[config.mk]
export PLATFORM = sky130hd
export DESIGN_NAME = subneg_core
export DESIGN_NICKNAME = d
export VERILOG_FILES = /design/src/rtl/subneg_core.sv
export SDC_FILE = /design/constraint.sdc
export NUM_CORES = 2
export LEC_CHECK = 0
export BUFFER_PORTS_ARGS = -buffer_cell sky130_fd_sc_hd__buf_4
export CORE_ASPECT_RATIO = 1.4
export CORE_UTILIZATION = 48
export CTS_CLUSTER_DIAMETER = 60
export CTS_CLUSTER_SIZE = 30
export DETAILED_ROUTE_END_ITERATION = 8
export SLEW_MARGIN = 30
export SYNTH_ARGS = -nofsm -noshare
export SYNTH_HDL_FRONTEND = slang
export SYNTH_SLANG_ARGS = --single-unit
[constraint.sdc]
create_clock -name clk -period 33.3 [get_ports clk]
set_input_delay 4.995 -clock clk [delete_from_list [all_inputs] [get_ports clk]]
set_output_delay 4.995 -clock clk [all_outputs]
set_load 0.1 [all_outputs]
[src/rtl/subneg_core.sv]
module subneg_core #(
  parameter int DW = 16,
  parameter int AW = 8
) (
  input  logic          clk,
  input  logic          rst,
  output logic          halted,
  input  logic          dbg_en,
  input  logic          dbg_we,
  input  logic [AW-1:0] dbg_addr,
  input  logic [DW-1:0] dbg_wdata,
  output logic [DW-1:0] dbg_rdata
);
  localparam int DEPTH = 1 << AW;

  typedef enum logic [2:0] {
    ST_FA, ST_FB, ST_FT, ST_RA, ST_RB, ST_WB, ST_UPD, ST_HALT
  } st_t;

  st_t           st;
  logic [AW-1:0] pc, a_ad, b_ad, tgt_lo;
  logic          tgt_stop;
  logic [DW-1:0] val_a, diff;
  logic [DW-1:0] mem [DEPTH];
  logic [DW-1:0] mem_q;
  logic [AW-1:0] core_addr, mem_addr;
  logic [DW-1:0] mem_wd, sub_w;
  logic          mem_we, dbg_own, take;

  assign halted    = (st == ST_HALT);
  assign dbg_own   = dbg_en && (rst || halted);
  assign sub_w     = mem_q - val_a;
  assign take      = ($signed(diff) <= 0);
  assign mem_addr  = dbg_own ? dbg_addr : core_addr;
  assign mem_we    = dbg_own ? dbg_we : (st == ST_WB && !rst);
  assign mem_wd    = dbg_own ? dbg_wdata : sub_w;
  assign dbg_rdata = mem_q;

  always_comb begin
    case (st)
      ST_FA:   core_addr = pc;
      ST_FB:   core_addr = pc + AW'(1);
      ST_FT:   core_addr = pc + AW'(2);
      ST_RA:   core_addr = a_ad;
      ST_RB:   core_addr = b_ad;
      ST_WB:   core_addr = b_ad;
      default: core_addr = pc;
    endcase
  end

  always_ff @(posedge clk) begin
    if (mem_we) mem[mem_addr] <= mem_wd;
    mem_q <= mem[mem_addr];
  end

  always_ff @(posedge clk) begin
    if (rst) begin
      st <= ST_FA;
      pc <= '0;
    end else begin
      case (st)
        ST_FA: st <= ST_FB;
        ST_FB: begin a_ad <= mem_q[AW-1:0]; st <= ST_FT; end
        ST_FT: begin b_ad <= mem_q[AW-1:0]; st <= ST_RA; end
        ST_RA: begin
          tgt_lo   <= mem_q[AW-1:0];
          tgt_stop <= mem_q[DW-1];
          st       <= ST_RB;
        end
        ST_RB: begin val_a <= mem_q; st <= ST_WB; end
        ST_WB: begin diff <= sub_w; st <= ST_UPD; end
        ST_UPD: begin
          if (take && tgt_stop) st <= ST_HALT;
          else begin
            pc <= take ? tgt_lo : pc + AW'(3);
            st <= ST_FA;
          end
        end
        default: st <= ST_HALT;
      endcase
    end
  end
endmodule

Word-level counts from Yosys, hierarchy flattened

Memory sizes are Yosys's and may differ from the RTL's. A register that Yosys moved wholly into a read port is not among the register bits.
Cells that the tools add are included.

Memories: 1
Output and inout port bits: 17
Bits of input ports: 28
Bits in writable memories: 4096
Word-level logic and storage cells: 45
Register bits: 68

Reduce and logical (&&, ||, !) cells: 13
Equal/unequal tests: 7
Add/sub/neg operators: 4
$lt $le $gt $ge: 1
Mux-type cells: 9
Bitwise operators: 2

Memory list:

| memory | depth | width | read ports | clocked after memory_dff | write ports | RTL line | RTL |
|---|---|---|---|---|---|---|---|
| mem    | 256   | 16    | 1          | 1                        | 1           | 24       | `logic [DW-1:0] mem [DEPTH];` |

Operator list:

| kind                                                                   | count |
|---|---|
| 8-bit case mux with 4 select lines                                     | 1 |
| 3-bit case mux with 7 select lines                                     | 1 |
| 8-bit by 2-bit adder with 8-bit output, second input constant          | 2 |
| 16-bit by 1-bit <= comparator with 1-bit output, second input constant | 1 |
| 16-bit two-way mux                                                     | 1 |
| 8-bit two-way mux                                                      | 2 |
| 16-bit subtractor                                                      | 1 |
| 3-bit equality test, second input constant                             | 4 |
| 2-bit AND reduction                                                    | 6 |
| 8-bit by 1-bit adder with 8-bit output, second input constant          | 1 |
| 3-bit by 2-bit equality test with 1-bit output, second input constant  | 2 |
| 3-bit by 1-bit equality test with 1-bit output, second input constant  | 1 |
| 1-bit logical AND                                                      | 3 |
| 3-bit zero test                                                        | 1 |
| 1-bit two-way mux                                                      | 3 |
| 3-bit two-way mux                                                      | 1 |
| 1-bit inverter                                                         | 2 |
| 2-bit OR reduction                                                     | 1 |
| 1-bit zero test                                                        | 1 |
| 1-bit logical OR                                                       | 1 |

Logic depth before layout (Yosys ltp)

Depth after elaboration: 6
Gate-level depth with buffers: 19
Mapped depth without buffers: 13

Worst setup path after synthesis

OpenSTA, ideal clock, no wires.

Kind: input port to flip-flop
From: input rst
To: memory mem[0][0], data pin
Library setup time: 1578 ps
Stages: 6
Required time: 31722 ps
Slack: 18959 ps
Data arrival time: 12763 ps
Cell sequence: buf_2 -> a31o_2 -> nand2_1 -> clkbuf_1 -> nor2_1 -> a21oi_1

Word-level cells in the longest chain between the ends: 3

Ends and longest elaborated chain:

| what               | RTL line | RTL |
|---|---|---|
| start: declaration | 6        | `input logic rst,` |
| 1-bit logical OR   | 31       | `assign dbg_own = dbg_en && (rst \|\| halted);` |
| 1-bit logical AND  | 31       |  |
| 16-bit two-way mux | 36       | `assign mem_wd = dbg_own ? dbg_wdata : sub_w;` |
| net mem_wd[0]      | 27       | `logic [DW-1:0] mem_wd, sub_w;` |
| end: declaration   | 24       |  |

The timed path passes the listed nets, and every way through them passes these cells.

Final worst setup path

From: input rst
To: register mem_q[1] (netlist: dbg_rdata[1]), read port of mem

Word-level cells in the longest chain between the ends: 3

Ends and longest elaborated chain:

| what              | RTL line | RTL |
|---|---|---|
| 1-bit logical OR  | 31       |  |
| 1-bit logical AND | 31       |  |
| 8-bit two-way mux | 34       | `assign mem_addr = dbg_own ? dbg_addr : core_addr;` |
| end: declaration  | 25       | `logic [DW-1:0] mem_q;` |

No other way between the ends.
A chain may end at the register's enable or synchronous reset.

==> summary.txt <==
Setup path
  • Critical Path Stages: 16
  • Cells along the critical path: buf_4 -> a31o_2 -> nand2_1 -> o211ai_1 -> and2_4 -> buf_12 -> buf_12 -> buf_12 -> buf_4 -> buf_4 -> mux4_2 -> a22oi_1 -> nand4_1 -> o21ai_0 -> nand3_1 -> or4_1
  • Worst setup endpoint: dbg_rdata[1]
  • Critical Path Start: rst
  • CP bufs+invs: 6
  • Reg-to-Reg Start: st[1]
  • CP arrival: 12.74 ns
  • Crit path launch type: primary input
  • Type of the worst setup path: primary input to flip-flop
  • CP endpoint kind: flip-flop
  • Register-to-register setup slack: 24.54 ns
  • R2r endpoint: dbg_rdata[1]
  • CP peak stage delay: 0.80 ns
  • Reg2reg path depth: 15
  • Max FO, Critical Path: ~130
  • Top delay family on crit path: buffers and inverters
  • Slowest cell on the critical path: buf_4
  • WP data required: ~34 ns

Pwr
  • Clock share of power: between 20% and 30%
  • P per Cell Area: between 70 and 80 mW/mm2
  • Sw Pwr: 3900 uW
  • Peak VDD IR: 0.0945 mV
  • Leakage: approximately 0.057 uW
  • Sequential cell fraction of total power: between 50% and 60%
  • P_int: 8740 uW
  • Final Power: approximately 13000 uW
  • Comb power frac: 20.8%
  • Sw frac: about 30%

Clocking
  • CTS Root Buffer Type: clkbuf_16
  • Clock Latency Late Sink: between 0.9 and 1 ns
  • CTS tree: yes
  • Clk slew on worst S/H paths: ~0.10 ns
  • # H-tree levels: 4
  • TritonCTS buffer count: 197
  • Post_cts resized: 0
  • Hold buffers post-CTS: 0
  • Post-CTS setup buffer count: 0
  • CTS sink cnt: roughly 4200
  • Clock tree buffer depth: 4

Drt
  • Via count: 91200
  • Routed WL: roughly 460000 um
  • # DRC: 0
  • Router iterations before antenna repair: 6
  • Via density: about 6.2
  • Avg WL per Cell: ~31 um
  • Initial drt markers: 11200
  • Routed Antenna Nets: 0

Logic synthesis
  • Synth cell types: 74
  • Largest cells by area after synthesis: edfxtp_1, mux4_2, nand2_1
  • Ys flop type: edfxtp_1
  • Async set-reset flop share out of synthesis: 0%
  • Synth Net Count: about 10000
  • Register area share after synthesis: 76.7%
  • Post-synthesis area per instance: approximately 16 um2
  • Area share of the largest cell type after synthesis: between 70% and 80%
  • Post-synthesis cell area: about 0.16 mm2
  • Synthesized instance count: about 10000
  • Yosys reg bits: about 4200
  • Ys Warns: 0
  • Number of synthesized flops with an enable pin: about 4200
  • Largest area contributor in the netlist: edfxtp_1

Global routing
  • GRT Resource Usage Total: 26.7%
  • Initial antenna violation count: 29
  • Vias in the first global route: slightly below 90000
  • Grt peak-use layer: met2
  • Met3 global-route usage: under 10%
  • Total grt overflow: 0
  • Grt met1 use: about a third
  • Pin count of the biggest net entering global routing: between 150 and 200
  • GR Util met2: about 45%
  • First-pass GRT wire length: ~650000 um

Floorplanning
  • Core Area: 0.339 mm2
  • Vert. Die Dim: 692 um
  • I/O pins: between 40 and 50
  • Die width: a little under 500 um
  • Die ar.: 0.343 mm2
  • Starting density of the core: approximately half
  • Cell Rows: 253

Layout
  • Area grow syn2layout: 9.07%
  • Fill count: 27000
  • FF/Latch Area: 0.125 mm2
  • Multi-input logic area: roughly 0.036 mm2
  • Fin cells: between 10000 and 15000
  • NumNets Final: between 10000 and 15000
  • Final instance area: around 0.18 mm2
  • Layout cell share with drive strength beyond 1: 15.3%

STA
  • Number of max-slew violations in the final report: 0
  • Least-Margin Pin Slew: between 1 and 1.5 ns
  • # setup viols final: 0
  • PnR worst setup slack: roughly 21 ns
  • Final Hold Fails: 0
  • Setup TNS Final: 0 ns
  • Setup Skew: just under 0.07 ns
  • RSZ-0062 raised after global routing: no
  • Highest Clock Rate: 83.8 MHz
  • Min cycle time layout: ~12 ns
  • Slew margin rel.: between 20% and 30%
  • Final Cycle Share: between 30 and 40%

Place
  • Pre-CTS WS: between 20 and 25 ns
  • IO Port Bufs: 44
  • Dpl hpwl: 276000 um
  • Placed insts: between 10000 and 15000
  • Placed inst area: 0.171 mm2
  • Final RePlAce weighted congestion: between 0.8 and 0.9

Outcome
  • Status: completed

Run
  • Max-Cap Viols: 0

Hold path
  • Hold crit path type: flip-flop to flip-flop
## routing by layer
metal | share of wire (%) | routed length [um]
met4 | 5.2 | 24100
met1 | 37 | 172000
met3 | 7.5 | 34400
met2 | 50 | 231000
met5 | 0.0087 | 40
## flip-flops by register name (all words and copies together), names as in the netlist, 8 cells and up
register	cells
tgt_lo	8
a_ad	8
pc	8
b_ad	8
mem	4096
val_a	16
diff	16
dbg_rdata	16
## per-stage QoR
| step | hold WS (ns) | utilization, % |
|---|---|---|
| after floorplan | 0.515 | - |
| after global placement | 0.566 | 50.4 |
| after detailed placement | 0.578 | 50.5 |
| after CTS | 0.604 | 52.5 |
| after global routing | 0.613 | 52.6 |
| final | 0.601 | 52.6 |
## power groups by stage
stage	Clock (uW)	Sequential, uW	Combinational [uW]
after floorplan	0	7360	1300
after CTS	3090	6960	2600
final	3050	6960	2620
after detailed placement	0	7080	2600
after global placement	0	7080	2490
after global routing	3250	6960	2770
## cell usage after synthesis (29+ instances only)
cell type and number:
a22oi_1 210, a21oi_1 127, a32o_1 48, a31oi_1 98, nand2_1 1823, nor3_1 76
buf_2 180, nor4_1 52, a311oi_1 34, nor2_1 343, buf_4 46, nand3_1 821
buf_1 74, inv_1 29, a32oi_1 79, mux2_2 126, o21ai_0 32, and3_1 113
o22ai_1 107, mux4_2 425, mux2i_1 306, nand4_1 73, edfxtp_1 4153, clkbuf_1 294
## worst min-delay path by stage
| stage | cells after the start | end | startpoint |
|---|---|---|---|
| 2_1_floorplan | 2 | pc[7] | pc[7] |
| 3_3_place_gp | 2 | pc[7] | pc[7] |
| 3_5_place_dp | 2 | pc[7] | pc[7] |
| 4_1_cts | 2 | pc[7] | pc[7] |
| 5_1_grt | 2 | pc[7] | pc[7] |
| 6_report | 2 | pc[7] | pc[7] |
## layout by cell type (no fill, tap or decap), types with 59 or more instances in the layout
cell,Yosys,final
edfxtp_1,4153,4153
nand2_1,1823,1804
nand3_1,821,811
buf_4,46,475
mux4_2,425,425
mux2i_1,306,306
nor2_1,343,288
a22oi_1,210,210
clkbuf_16,0,199
a21oi_1,127,121
mux2_2,126,120
and3_1,113,113
o22ai_1,107,107
a31oi_1,98,95
a32oi_1,79,79
nand4_1,73,73
nor3_1,76,59
## final cells by class
type	instances	area share, %
antenna	33	0.0464
clock buffer	210	2.82
clock inverter	134	0.995
inverter	30	0.0632
multi-input combinational	5097	20.3
sequential	4180	70.3
tap	4462	3.13
timing repair buffer	510	2.35
## cell families (layout without fill, tap and decap cells)
kind of cell             count (synthesis)  in the layout  synth area share [%]
AO/OA/AOI/OAI                          843            843                  3.74
flip-flops                            4180           4180                  76.7
multiplexers                           857            857                  8.61
buffers and inverters                  643            884                  1.81
AND/OR/NAND/NOR                       3365           3365                  8.91
XOR/XNOR                                12             12                0.0644
adder cells (fa/ha/maj)                 20             20                 0.158
other                                    0             33                     0
## tightest hold or removal path, stage by stage, from the launching register on
cell and delay [ns]:
dfxtp_1 0.37, a21oi_1 0.13, a211oi_1 0.06
Note: power is estimated with default switching activity, not from simulation.
